## src/rtl/uart_baud_pkg.sv

```systemverilog
package uart_baud_pkg;
  localparam int unsigned DIV_INT_W  = 16;
  localparam int unsigned DIV_FRAC_W = 6;
endpackage

```

## src/rtl/baud_shadow_regs.sv

```systemverilog
module baud_shadow_regs #(
  parameter int unsigned INT_W  = uart_baud_pkg::DIV_INT_W,
  parameter int unsigned FRAC_W = uart_baud_pkg::DIV_FRAC_W
) (
  input  logic              clk_i,
  input  logic              rst_ni,
  input  logic [INT_W-1:0]  int_val_i,
  input  logic              int_we_i,
  input  logic [FRAC_W-1:0] frac_val_i,
  input  logic              frac_we_i,
  input  logic              busy_i,
  output logic [INT_W-1:0]  shd_int_o,
  output logic [FRAC_W-1:0] shd_frac_o,
  output logic [INT_W-1:0]  act_int_o,
  output logic [FRAC_W-1:0] act_frac_o,
  output logic              pending_o,
  output logic              apply_o
);
  logic [INT_W-1:0]  shd_int_q, act_int_q;
  logic [FRAC_W-1:0] shd_frac_q, act_frac_q;
  logic              pending_q;

  assign apply_o = pending_q & ~busy_i;

  always_ff @(posedge clk_i or negedge rst_ni) begin
    if (!rst_ni) begin
      shd_int_q  <= '0;
      shd_frac_q <= '0;
    end else begin
      if (int_we_i)  shd_int_q  <= int_val_i;
      if (frac_we_i) shd_frac_q <= frac_val_i;
    end
  end

  // a write in the apply cycle re-arms the pending flag for the next idle cycle
  always_ff @(posedge clk_i or negedge rst_ni) begin
    if (!rst_ni) pending_q <= 1'b0;
    else         pending_q <= int_we_i | frac_we_i | (pending_q & busy_i);
  end

  always_ff @(posedge clk_i or negedge rst_ni) begin
    if (!rst_ni) begin
      act_int_q  <= '0;
      act_frac_q <= '0;
    end else if (apply_o) begin
      act_int_q  <= shd_int_q;
      act_frac_q <= shd_frac_q;
    end
  end

  assign shd_int_o  = shd_int_q;
  assign shd_frac_o = shd_frac_q;
  assign act_int_o  = act_int_q;
  assign act_frac_o = act_frac_q;
  assign pending_o  = pending_q;
endmodule

```

## src/rtl/baud_div_check.sv

```systemverilog
module baud_div_check #(
  parameter int unsigned INT_W  = uart_baud_pkg::DIV_INT_W,
  parameter int unsigned FRAC_W = uart_baud_pkg::DIV_FRAC_W
) (
  input  logic [INT_W-1:0]  div_int_i,
  input  logic [FRAC_W-1:0] div_frac_i,
  output logic              invalid_o
);
  localparam logic [INT_W-1:0] INT_MAX = '1;

  logic int_zero, top_with_frac;

  assign int_zero      = (div_int_i == '0);
  assign top_with_frac = (div_int_i == INT_MAX) && (div_frac_i != '0);
  assign invalid_o     = int_zero | top_with_frac;
endmodule

```

## src/rtl/baud_frac_counter.sv

```systemverilog
module baud_frac_counter #(
  parameter int unsigned INT_W  = uart_baud_pkg::DIV_INT_W,
  parameter int unsigned FRAC_W = uart_baud_pkg::DIV_FRAC_W
) (
  input  logic              clk_i,
  input  logic              rst_ni,
  input  logic              clear_i,
  input  logic [INT_W-1:0]  div_int_i,
  input  logic [FRAC_W-1:0] div_frac_i,
  output logic              tick_o
);
  localparam int unsigned LEN_W = INT_W + 1;

  logic [INT_W-1:0]  cnt_q;
  logic [FRAC_W-1:0] acc_q;
  logic              extra_q;
  logic [LEN_W-1:0]  period_len, last_idx;
  logic [FRAC_W:0]   acc_sum;
  logic              at_end;

  // current period is stretched by one cycle when the previous add carried
  assign period_len = {1'b0, div_int_i} + LEN_W'(extra_q);
  assign last_idx   = period_len - LEN_W'(1);
  assign at_end     = ({1'b0, cnt_q} == last_idx);
  assign acc_sum    = {1'b0, acc_q} + {1'b0, div_frac_i};
  assign tick_o     = at_end & ~clear_i;

  always_ff @(posedge clk_i or negedge rst_ni) begin
    if (!rst_ni) begin
      cnt_q   <= '0;
      acc_q   <= '0;
      extra_q <= 1'b0;
    end else if (clear_i) begin
      cnt_q   <= '0;
      acc_q   <= '0;
      extra_q <= 1'b0;
    end else if (at_end) begin
      cnt_q   <= '0;
      acc_q   <= acc_sum[FRAC_W-1:0];
      extra_q <= acc_sum[FRAC_W];
    end else begin
      cnt_q   <= cnt_q + INT_W'(1);
    end
  end
endmodule

```

## src/rtl/uart_baud_gen.sv

```systemverilog
module uart_baud_gen #(
  parameter int unsigned INT_W  = uart_baud_pkg::DIV_INT_W,
  parameter int unsigned FRAC_W = uart_baud_pkg::DIV_FRAC_W
) (
  input  logic              clk_i,
  input  logic              rst_ni,
  input  logic [INT_W-1:0]  int_val_i,
  input  logic              int_we_i,
  input  logic [FRAC_W-1:0] frac_val_i,
  input  logic              frac_we_i,
  input  logic              busy_i,
  output logic              tick_o,
  output logic              invalid_o
);
  logic [INT_W-1:0]  shd_int, act_int;
  logic [FRAC_W-1:0] shd_frac, act_frac;
  logic              pending, apply, div_bad, cnt_clear;

  baud_shadow_regs #(.INT_W(INT_W), .FRAC_W(FRAC_W)) i_regs (
    .clk_i      (clk_i),
    .rst_ni     (rst_ni),
    .int_val_i  (int_val_i),
    .int_we_i   (int_we_i),
    .frac_val_i (frac_val_i),
    .frac_we_i  (frac_we_i),
    .busy_i     (busy_i),
    .shd_int_o  (shd_int),
    .shd_frac_o (shd_frac),
    .act_int_o  (act_int),
    .act_frac_o (act_frac),
    .pending_o  (pending),
    .apply_o    (apply)
  );

  baud_div_check #(.INT_W(INT_W), .FRAC_W(FRAC_W)) i_check (
    .div_int_i  (act_int),
    .div_frac_i (act_frac),
    .invalid_o  (div_bad)
  );

  assign cnt_clear = apply | div_bad;

  baud_frac_counter #(.INT_W(INT_W), .FRAC_W(FRAC_W)) i_cnt (
    .clk_i      (clk_i),
    .rst_ni     (rst_ni),
    .clear_i    (cnt_clear),
    .div_int_i  (act_int),
    .div_frac_i (act_frac),
    .tick_o     (tick_o)
  );

  assign invalid_o = div_bad;
endmodule

```

## config.mk

```make
export PLATFORM = sky130hd
export DESIGN_NAME = uart_baud_gen
export DESIGN_NICKNAME = d
export VERILOG_FILES = /design/src/rtl/uart_baud_pkg.sv /design/src/rtl/baud_shadow_regs.sv /design/src/rtl/baud_div_check.sv /design/src/rtl/baud_frac_counter.sv /design/src/rtl/uart_baud_gen.sv
export SDC_FILE = /design/constraint.sdc
export NUM_CORES = 1
export LEC_CHECK = 0
export BUFFER_PORTS_ARGS = -buffer_cell sky130_fd_sc_hd__buf_2
export CORE_ASPECT_RATIO = 0.5
export CORE_MARGIN = 3
export CORE_UTILIZATION = 35
export CTS_BUF_LIST = sky130_fd_sc_hd__clkbuf_16
export DETAILED_ROUTE_END_ITERATION = 12
export PLACE_DENSITY = 0.52
export SETUP_SLACK_MARGIN = 0.15
export SLEW_MARGIN = 30
export SYNTH_ARGS = -nofsm -noshare
export SYNTH_HDL_FRONTEND = slang
export SYNTH_HIERARCHICAL = 1
export SYNTH_SLANG_ARGS = --single-unit
export TNS_END_PERCENT = 1
```

## constraint.sdc

```tcl
create_clock -name clk_i -period 3.3 [get_ports clk_i]
set_input_delay 0.66 -clock clk_i [delete_from_list [all_inputs] [get_ports clk_i]]
set_output_delay 0.66 -clock clk_i [all_outputs]
set_load 0.005 [all_outputs]
```

==> results of run 1 <==
-- per-layer routing --
layer | track usage [%] | part of all wire (%) | vias up
met5 | 0 | 0 | -
met4 | 3.77 | 1.1 | 0
met3 | 4.95 | 4.2 | 8
met2 | 22.6 | 44 | 40
met1 | 18.8 | 50 | 1296
li1 | - | - | 1241
-- sequential cells by signal, summed over array words and instances (netlist names) --
name               flops
i_regs/act_frac_o      6
i_regs/shd_frac_o      6
i_cnt/cnt_q           16
i_cnt/extra_q          1
i_regs/act_int_o      16
i_regs/shd_int_o      16
i_cnt/acc_q            6
i_regs/pending_o       1
-- cells in the final DEF, fill, tap and decap left out, types with 8 or more instances in the layout --
master	count
xnor2_1	16
nand2_1	9
o21ai_0	8
nand4_1	9
buf_2	27
nand3_1	13
a21oi_1	10
nor2_1	19
buf_4	18
inv_1	10
clkbuf_16	9
dfrtp_1	67
mux2_4	19
mux2_2	25
xor2_1	21
-- power by group through the flow --
stage | clock network [mW] | registers, mW | logic (mW)
6_report | 0.912 | 1.03 | 0.406
5_1_grt | 0.986 | 1.05 | 0.448
3_5_place_dp | 0 | 1.04 | 0.378
2_1_floorplan | 0 | 1.01 | 0.284
4_1_cts | 0.937 | 1.03 | 0.401
3_3_place_gp | 0 | 1.04 | 0.371
-- worst min-delay path by stage --
stage,endpoint,slack (ps),depth (start not counted)
2_1_floorplan,i_cnt/acc_q[0]$_DFFE_PN0P_,360,0
3_3_place_gp,i_regs/act_int_o[2]$_DFFE_PN0P_,490,1
3_5_place_dp,i_regs/act_int_o[2]$_DFFE_PN0P_,490,1
4_1_cts,i_regs/act_int_o[2]$_DFFE_PN0P_,500,1
5_1_grt,i_regs/pending_o$_DFF_PN0_,360,1
6_report,i_regs/pending_o$_DFF_PN0_,320,1
-- worst reg2reg max path, stage by stage, from the launching register on --
cell      delay, ps
dfrtp_1         380
inv_2            80
ha_4            150
ha_4            120
or4b_4          500
or3_4           370
a311oi_4        240
a221oi_2         70
and2_4          190
buf_4           130
buf_4           120
buf_4           150
a311oi_1        240
-- cells by family (layout without fill, tap and decap cells) --
| logic type | Yosys count | in the layout |
|---|---|---|
| flops | 68 | 68 |
| fa+ha+maj | 10 | 10 |
| buf+inv | 23 | 71 |
| xor+xnor | 37 | 37 |
| simple gates | 102 | 102 |
| mux | 44 | 44 |
| compound gates | 36 | 36 |
-- layout make-up --
type                       instances  area, sq um
fill                             940         5500
multi-input combinational        229         1950
sequential                        68         1700
timing repair buffer              45          270
clock buffer                       9          225
tap                              135          169
clock inverter                     7         60.1
inverter                          10         37.5
-- what timing repair did --
item,4_1_cts,5_1_grt
pin swaps,6,5
buffers inserted,5,1
endpoints found under the setup margin,1,1
gates resized for setup,12,4
==> results_dict.tcl, run 1 <==
set metrics [dict create \
    status "finished, violations left" \
    violations "negative setup slack" \
    yosys.area_share.xor_xnor_pct 8.67 \
    clockBufferDepth 2 \
    async_reset_ff_share_pct 100 \
    synth-simple-area-share_pct 16.7 \
    diodes 0 \
    tightest_slew_ps 553 \
    synth_top_family_by_area "simple AND/OR/NAND/NOR gates" \
    rows 25 \
    instances_no_fill 503 \
    grt_pass1_vias 2705 \
    yosysUniqueCellTypes 58 \
    crit_slowest_cell "or4b_4" \
    cp_cell_sequence "inv_2 > ha_4 > ha_4 > or4b_4 > or3_4 > a311oi_4 > a221oi_2 > and2_4 > nand2_4 > nor2_2 > buf_2" \
    die-area_sq_um 12000 \
    die_h_microns 79.1 \
    final_core_util_pct 44.6 \
    yosysMostFrequentCell "dfrtp_1" \
    worstHoldPathType "in2async" \
    clk_pin_slew_ps 50 \
    netlist.area_leader.share_pct 45.5 \
    max_slew_margin_pct 63.1 \
    finalHoldViolations 0 \
    synth_edf_count 0 \
    cts-root-buf "clkbuf_16" \
    yosys-top-cells-area "dfrtp_1 (46%), mux2_4 (7.6%), mux2_2 (7.5%)" \
    r2r-end "i_cnt/acc_q[2]$_DFFE_PN0P_" \
    ys_ff_latch 68 \
    crit_arrival_ps 2660 \
    dp.cells 481 \
    ys.flop_type "dfrtp_1" \
    holdWs_ps 319 \
    crit_path_end "tick_o" \
    fp.dieW_microns 152 \
    drv_slew 0 \
    p_seq_share_pct 43.8 \
    fmax_mhz 301 \
    drive_gt1_share_pct 34.5 \
    insertion_delay_ps 330 \
    p_leak_nw 1.98 \
    wl_per_cell_microns 15.9 \
    preCtsSetupSlack_ps 104 \
    num_vias 2585 \
    path_buf_inv 2 \
    cts_tree "done" \
    startpoint "i_regs/act_int_o[0]$_DFFE_PN0P_" \
    avgSynthCellArea_sq_um 11.7 \
    r2r_cells 12 \
    fin_nets 400 \
    netlist_area_sq_um 3740 \
    synth_cells 320 \
    period_share_pct 101 \
    finalSetupViolCount 1 \
    ios 29 \
    endpoint_kind "output port" \
    start_util_pct 37.7 \
    ctsHtreeMaxLevel 3 \
    worst_path_most_repeated_cell "ha_4" \
    cts_made_buffers 9 \
    fin_area_sq_um 4420 \
    ant_nets 0 \
    grt_max_degree 45 \
    grt_pass1_wl_microns 13700 \
    grt.total_usage_pct 14.2 \
    fin_setup_tns_ps -19.1 \
    yosysWarnings 6 \
    p_int_mw 1.71 \
    regToRegSetupSlack_ps 470 \
    ir_worst_vdd_uv 316 \
    drc 0 \
    synthAdderAreaFrac_pct 3.55 \
    synth.top_cells.by_count "dfrtp_1 (68), mux2_2 (25), xor2_1 (21)" \
    worstPathMaxFanout 5 \
    p_sw_share_pct 27.1 \
    gr-total-overflow 0 \
    max_stage_delay_ps 500 \
    core_sq_um 9920 \
    drt-total-wl_microns 7990 \
    switchingPower_mw 0.635 \
    p_total_mw 2.35 \
    synth_top_area_cell "dfrtp_1" \
    timing.rr.start "i_regs/act_int_o[0]$_DFFE_PN0P_" \
    place_congestion 0.849 \
    pwr-share-comb_pct 17.3 \
    synthMuxAreaShare_pct 15.2 \
    layout_setup_ws_ps -19.1 \
    first_iter_violations 147 \
    hpwl_microns 5930 \
    critical_path.top_delay_family "simple AND/OR/NAND/NOR gates" \
    synth_compound_area_share_pct 6.52 \
    dr.pass1.iters 4 \
    clock-sinks 68 \
    p_per_area_nw_per_um2 531 \
    critPathRequiredTime_ps 2640 \
    crit_cells 11 \
    synth_nets 357 \
    placed_area_sq_um 4020 \
    rsz0062_at_grt "yes" \
    startpoint_type "register" \
    areaGrowthSynthToFinish_pct 18.2 \
    max_cap_viol_count 0 \
    vias_per_cell 5.14 \
    fin_worst_skew_ps 2.95 \
    io_buffers 28 \
    p_clk_share_pct 38.9 \
    cts_hold_buf 0 \
    crit_type "reg2out" \
    ys_seq_area_share_pct 45.5 \
    period_needed_ps 3320 \
    antenna_found_initial 0 \
]
Power figures use the tool's default switching activity.
==> run 2: changes to the inputs <==
--- a/config.mk
+++ b/config.mk
@@ -6,6 +6,7 @@
 export NUM_CORES = 1
 export LEC_CHECK = 0
 export BUFFER_PORTS_ARGS = -buffer_cell sky130_fd_sc_hd__buf_2
+export CAP_MARGIN = 40
 export CORE_ASPECT_RATIO = 0.5
 export CORE_MARGIN = 3
 export CORE_UTILIZATION = 35
@@ -16,6 +17,5 @@
 export SLEW_MARGIN = 30
 export SYNTH_ARGS = -nofsm -noshare
 export SYNTH_HDL_FRONTEND = slang
-export SYNTH_HIERARCHICAL = 1
 export SYNTH_SLANG_ARGS = --single-unit
 export TNS_END_PERCENT = 1
==> run 2 against run 1 <==
The flow now finishes without violations. Setup slack improved by 97 ps. Clock power rose by 28%. Via count rose by 4.9%. Final cell count rose by 0.40%. Design area rose by 2.6%. Utilization rose by 1.9 points. Critical endpoint unchanged.
==> results_dict.tcl, run 2 <==
set metrics [dict create \
    status "finished, final reports clean" \
    first_iter_violations 133 \
    dp.cells 483 \
    rsz0062_at_grt "yes" \
    cts-root-buf "clkbuf_16" \
    r2r-end "i_cnt.acc_q[3]$_DFFE_PN0P_" \
    vias_per_cell 5.37 \
    core_sq_um 9760 \
    yosysMostFrequentCell "dfrtp_1" \
    yosys-top-cells-area "dfrtp_1 (47%), mux2_2 (13%), xor2_1 (5.6%)" \
    fmax_mhz 310 \
    crit_slowest_cell "or4b_4" \
    hpwl_microns 6140 \
    cp_cell_sequence "inv_2 > ha_4 > or4b_4 > or3_4 > a311oi_4 > nor3_2 > nand2_1 > a2111oi_4 > buf_2" \
    r2r_cells 9 \
    startpoint_type "register" \
    cts_hold_buf 0 \
    diodes 0 \
    clock-sinks 68 \
    crit_type "reg2out" \
    p_leak_nw 1.93 \
    rows 25 \
    grt_pass1_wl_microns 14400 \
    max_slew_margin_pct 65.2 \
    finalSetupViolCount 0 \
    io_buffers 28 \
    crit_arrival_ps 2560 \
    finalHoldViolations 0 \
    p_per_area_nw_per_um2 584 \
    synth_cells 321 \
    grt_pass1_vias 2835 \
    period_needed_ps 3220 \
    synth.top_cells.by_count "dfrtp_1 (68), mux2_2 (41), nor2_1 (23), xor2_1 (23)" \
    ios 29 \
    drc 0 \
    dr.pass1.iters 4 \
    drive_gt1_share_pct 35.9 \
    ys_ff_latch 68 \
    layout_common_cells "dfrtp_1 (68), mux2_2 (41), buf_2 (28)" \
    startpoint "i_regs.act_int_o[0]$_DFFE_PN0P_" \
    grt.total_usage_pct 15.6 \
    critPathRequiredTime_ps 2640 \
    antenna_found_initial 0 \
    ir_worst_vdd_uv 312 \
    place_congestion 0.962 \
    num_vias 2712 \
    clk_pin_slew_ps 60 \
    fin_worst_skew_ps 7.32 \
    fin_setup_tns_ps 0 \
    synth_edf_count 0 \
    clockBufferDepth 2 \
    fin_nets 403 \
    netlist_area_sq_um 3620 \
    cts_made_buffers 9 \
    endpoint_kind "output port" \
    cts_tree "done" \
    yosysUniqueCellTypes 58 \
    fill_cells 923 \
    yosysWarnings 0 \
    max_stage_delay_ps 510 \
    synth_top_area_cell "dfrtp_1" \
    ant_nets 0 \
    instances_no_fill 505 \
    gr-total-overflow 0 \
    insertion_delay_ps 340 \
    drv_slew 0 \
    die_h_microns 77.9 \
    async_reset_ff_share_pct 100 \
    netlist.area_leader.share_pct 47.0 \
    worstHoldPathType "in2async" \
    avgSynthCellArea_sq_um 11.3 \
    start_util_pct 37.1 \
    grt_max_degree 37 \
    die-area_sq_um 11700 \
    ys_seq_area_share_pct 47.0 \
    max_cap_viol_count 0 \
    regToRegSetupSlack_ps 400 \
    worstPathMaxFanout 4 \
    wl_per_cell_microns 16.9 \
    areaGrowthSynthToFinish_pct 25.1 \
    crit_path_end "tick_o" \
    tightest_slew_ps 518 \
    fp.dieW_microns 150 \
    ctsHtreeMaxLevel 3 \
    final_common_cell "dfrtp_1" \
    drt-total-wl_microns 8560 \
    ys.flop_type "dfrtp_1" \
    period_share_pct 97.6 \
    timing.rr.start "i_regs.act_int_o[0]$_DFFE_PN0P_" \
    synth_nets 358 \
]
run 2: cell types whose count changed in the layout (fill, tap and decap cells not counted), sizes merged, moves of 4 or more:
cell,before,now
o31ai,0,6
buf,45,50
nand3,14,9
nand4,10,15
o21ai,12,7
a31oi,0,4
run 2: worst min path at each step:
stage | start | end | slack, ps | cells past startpoint
global route | rst_ni | i_regs.act_int_o[13]$_DFFE_PN0P_ | 180 | 1
finish | rst_ni | i_regs.act_int_o[13]$_DFFE_PN0P_ | 180 | 1
CTS | rst_ni | i_regs.shd_int_o[10]$_DFFE_PN0P_ | 420 | 1
floorplan | rst_ni | i_cnt.acc_q[0]$_DFFE_PN0P_ | 360 | 0
detailed placement | i_regs.pending_o$_DFF_PN0_ | i_regs.pending_o$_DFF_PN0_ | 470 | 1
global placement | i_regs.pending_o$_DFF_PN0_ | i_regs.pending_o$_DFF_PN0_ | 460 | 1
run 2: per-stage QoR:
stage | utilization, % | hold slack, ps | setup WS [ps] | cell area, sq um | total power, mW
after global routing | 46.4 | 180 | -7.33 | 4530 | 2.76
after global placement | 40.8 | 463 | 147 | 3980 | 1.42
after floorplan | - | 364 | 176 | 3620 | 1.28
final | 46.4 | 176 | 78.2 | 4530 | 2.65
after CTS | 45.3 | 418 | -18.9 | 4430 | 2.64
after detailed placement | 40.8 | 472 | 82.6 | 3980 | 1.43
run 2: what timing repair did:
item                                    CTS  global route
pin swaps                                 4             7
resized for setup                        11            11
buffers inserted                          3             3
endpoints found under the setup margin    1             1
gates cloned                              0             0
run 2: worst max-delay path: cells and delay by family (launching register included):
kind / cells / cell delay (ps)
AO/OA/AOI/OAI: 2 / 400
adder cells (fa/ha/maj): 1 / 140
buffers and inverters: 2 / 230
flip-flops: 1 / 390
AND/OR/NAND/NOR: 4 / 1080
run 2: power breakdown:
group          leakage (nW)  internal, mW  switching [mW]
logic                 0.906         0.223           0.251
registers             0.845         0.914          0.0889
clock network         0.176         0.812           0.357
run 2: final cells by class:
type / count / area [sq um] / area share (%)
clock inverters: 6 / 138 / 3.04
repair buffers: 50 / 334 / 7.37
well taps: 135 / 169 / 3.73
clock buffers: 9 / 225 / 4.97
multi-input cells: 227 / 1930 / 42.5
flip-flops and latches: 68 / 1700 / 37.5
inverters: 10 / 37.5 / 0.828
run 2: per-layer routing:
metal | up-vias | track usage, % | routed length (microns)
li1 | 1265 | - | -
met2 | 66 | 23.6 | 4010
met4 | 0 | 4.93 | 118
met1 | 1367 | 21.4 | 4000
met5 | - | 0 | 0
met3 | 14 | 4.78 | 425
run 2: logic make-up (layout without fill, tap and decap cells):
family	Yosys count	in the layout	share of synthesized area [%]
adder cells (fa/ha/maj)	10	10	3.66
buffers and inverters	26	75	3.18
flip-flops	68	68	47.0
multiplexers	42	42	13.0
XOR/XNOR	38	38	9.19
AO/OA/AOI/OAI	49	49	10.3
AND/OR/NAND/NOR	88	88	13.7
==> run 3: changes to the inputs <==
--- a/config.mk
+++ b/config.mk
@@ -5,6 +5,7 @@
 export SDC_FILE = /design/constraint.sdc
 export NUM_CORES = 1
 export LEC_CHECK = 0
+export ABC_AREA = 1
 export BUFFER_PORTS_ARGS = -buffer_cell sky130_fd_sc_hd__buf_2
 export CAP_MARGIN = 40
 export CORE_ASPECT_RATIO = 0.5
==> run 3 against run 2 <==
Routed wire length rose by 3.9%. Utilization fell by 3.1 points. Critical path depth rose by 3. Register-to-register slack improved by 630 ps. Global-route usage fell by 0.24 points. Clock skew rose by 1.9 ps. Via count rose by 11%. Setup slack improved by 360 ps. Final cell count rose by 28%. Synthesized cell count rose by 45%. Area after synthesis rose by 9.9%. Die area rose by 9.4%. Critical path type unchanged.
==> results_dict.tcl, run 3 <==
set metrics [dict create \
    status "finished, final reports clean" \
    critPathRequiredTime_ps 2640 \
    ios 29 \
    ys_seq_area_share_pct 42.7 \
    clockBufferDepth 2 \
    vias_per_cell 4.65 \
    ctsHtreeMaxLevel 3 \
    period_share_pct 86.6 \
    worstHoldPathType "in2async" \
    die-area_sq_um 12800 \
    ir_worst_vdd_uv 267 \
    routedLengthMet1_microns 4740 \
    cts-root-buf "clkbuf_16" \
    r2r_cells 14 \
    preCtsSetupSlack_ps 496 \
    p_sw_share_pct 30.9 \
    r2r-end "i_cnt.cnt_q[2]$_DFF_PN0_" \
    synth_nets 504 \
    drv_slew 0 \
    gr-total-overflow 0 \
    final_common_cell "nand2_1" \
    cts_setup_buffers 0 \
    synth.top_cells.by_count "nand2_1 (113), dfrtp_1 (68), inv_1 (47)" \
    p_leak_nw 2.24 \
    rsz0062_at_grt "no" \
    fp.dieW_microns 157 \
    layout_common_cells "nand2_1 (113), dfrtp_1 (68), inv_1 (46)" \
    drt-total-wl_microns 8900 \
    diodes 0 \
    cts_hold_buf 0 \
    startpoint "i_regs.act_int_o[0]$_DFFE_PN0P_" \
    hpwl_microns 6910 \
    switchingPower_mw 0.740 \
    yosysMostFrequentCell "nand2_1" \
    insertion_delay_ps 330 \
    clk_pin_slew_ps 60 \
    finalHoldViolations 0 \
    first_iter_violations 161 \
    cts_made_buffers 9 \
    timing.rr.start "i_regs.act_int_o[0]$_DFFE_PN0P_" \
    crit_type "reg2out" \
    core_sq_um 10600 \
    fin_worst_skew_ps 9.21 \
    p_per_area_nw_per_um2 520 \
    grt_pass1_wl_microns 15200 \
    drc 0 \
    io_buffers 28 \
    p_seq_share_pct 41.2 \
    ant_nets 0 \
    fin_nets 539 \
    yosysWarnings 0 \
    startpoint_type "register" \
    period_needed_ps 2860 \
    netlist.area_leader.share_pct 42.7 \
    clock-sinks 68 \
    wl_met2_microns 3750 \
    finalSetupViolCount 0 \
    synth_top_area_cell "dfrtp_1" \
    rows 26 \
    avgSynthCellArea_sq_um 8.53 \
    dr.pass1.iters 4 \
    areaGrowthSynthToFinish_pct 15.8 \
    yosys-top-cells-area "dfrtp_1 (43%), nand2_1 (11%), inv_1 (4.4%)" \
    grt_pass1_vias 2992 \
    p_int_mw 1.66 \
    fmax_mhz 350 \
    layout_setup_ws_ps 441 \
    tightest_slew_ps 495 \
    yosysUniqueCellTypes 37 \
    fill_cells 1059 \
    dr.max_layer_used "met4" \
    wl_per_cell_microns 13.7 \
    synth_edf_count 0 \
    place_congestion 0.859 \
    num_vias 3009 \
    multi_input_area_sq_um 2070 \
    cts_tree "done" \
    max_cap_viol_count 0 \
    grt_max_degree 30 \
    ys_ff_latch 68 \
    max_slew_margin_pct 66.9 \
    endpoint_kind "output port" \
    synth_cells 467 \
    crit_arrival_ps 2200 \
    fin_setup_tns_ps 0 \
    met3_wirelength_microns 353 \
    antenna_found_initial 0 \
    async_reset_ff_share_pct 100 \
    drive_gt1_share_pct 21.1 \
    regArea_sq_um 1700 \
    p_clk_share_pct 40.9 \
    pwr-share-comb_pct 17.9 \
    ys.flop_type "dfrtp_1" \
    regToRegSetupSlack_ps 1030 \
    start_util_pct 37.5 \
    die_h_microns 81.4 \
    netlist_area_sq_um 3980 \
    worstPathMaxFanout 5 \
    grt.total_usage_pct 15.4 \
]
## run 3: power groups by stage
stage               logic, mW  clock network, mW  registers (mW)
global placement        0.419                  0            1.00
finish                  0.428              0.980           0.988
CTS                     0.425               1.00           0.988
global route            0.491               1.04            1.00
floorplan               0.329                  0           0.973
detailed placement      0.422                  0            1.00
## run 3: metrics by stage
stage               cell area, sq um  util [%]  cells  hold WS (ps)  power [mW]
floorplan                       3980         -    467           364        1.30
global placement                4280      40.2    631           460        1.42
detailed placement              4280      40.2    631           465        1.42
CTS                             4590      43.1    647           276        2.41
global route                    4610      43.4    647           297        2.53
finish                          4610      43.4    647           265        2.40
## run 3: timing repair
item / CTS / global route
gates cloned: 0 / 0
pin swaps: 0 / 0
endpoints found under the setup margin: 1 / 1
resized for setup: 1 / 5
## run 3: worst max-delay path by stage
stage | cells after the start | slack [ps] | end
3_3_place_gp | 12 | 570 | tick_o
2_1_floorplan | 11 | 800 | tick_o
6_report | 12 | 440 | tick_o
5_1_grt | 14 | 220 | tick_o
3_5_place_dp | 12 | 500 | tick_o
4_1_cts | 12 | 170 | tick_o
## run 3: kinds of logic (layout without fill, tap and decap cells)
| group | count (synthesis) | in the layout | synth area share (%) |
|---|---|---|---|
| buffers and inverters | 59 | 99 | 6.00 |
| multiplexers | 14 | 14 | 3.96 |
| AND/OR/NAND/NOR | 248 | 248 | 32.6 |
| flip-flops | 68 | 68 | 42.7 |
| adder cells (fa/ha/maj) | 10 | 10 | 3.33 |
| XOR/XNOR | 26 | 26 | 5.90 |
| AO/OA/AOI/OAI | 42 | 42 | 5.53 |
## run 3: layout make-up
class | instances | share of cell area [%]
multi-input combinational | 340 | 44.9
sequential | 68 | 36.9
clock buffer | 9 | 4.88
inverter | 51 | 4.15
tap | 140 | 3.80
timing repair buffer | 32 | 3.69
clock inverter | 7 | 1.65
## run 3: worst max-delay path: stages, from the launching register on
cell and delay [ps]:
dfrtp_1 390, inv_2 100, ha_4 180, ha_4 170, nand3_4 110, nor2_4 160, nand2_1 100, xor2_2 170
nand2_1 70, nor2_1 90, nand3b_1 100, nor3_2 100, buf_2 130
## run 3: layer usage
metal,track usage [%],vias to the layer above
li1,-,1577
met1,21.9,1383
met2,23.9,45
met3,3.89,4
met4,3.06,0
met5,0,-
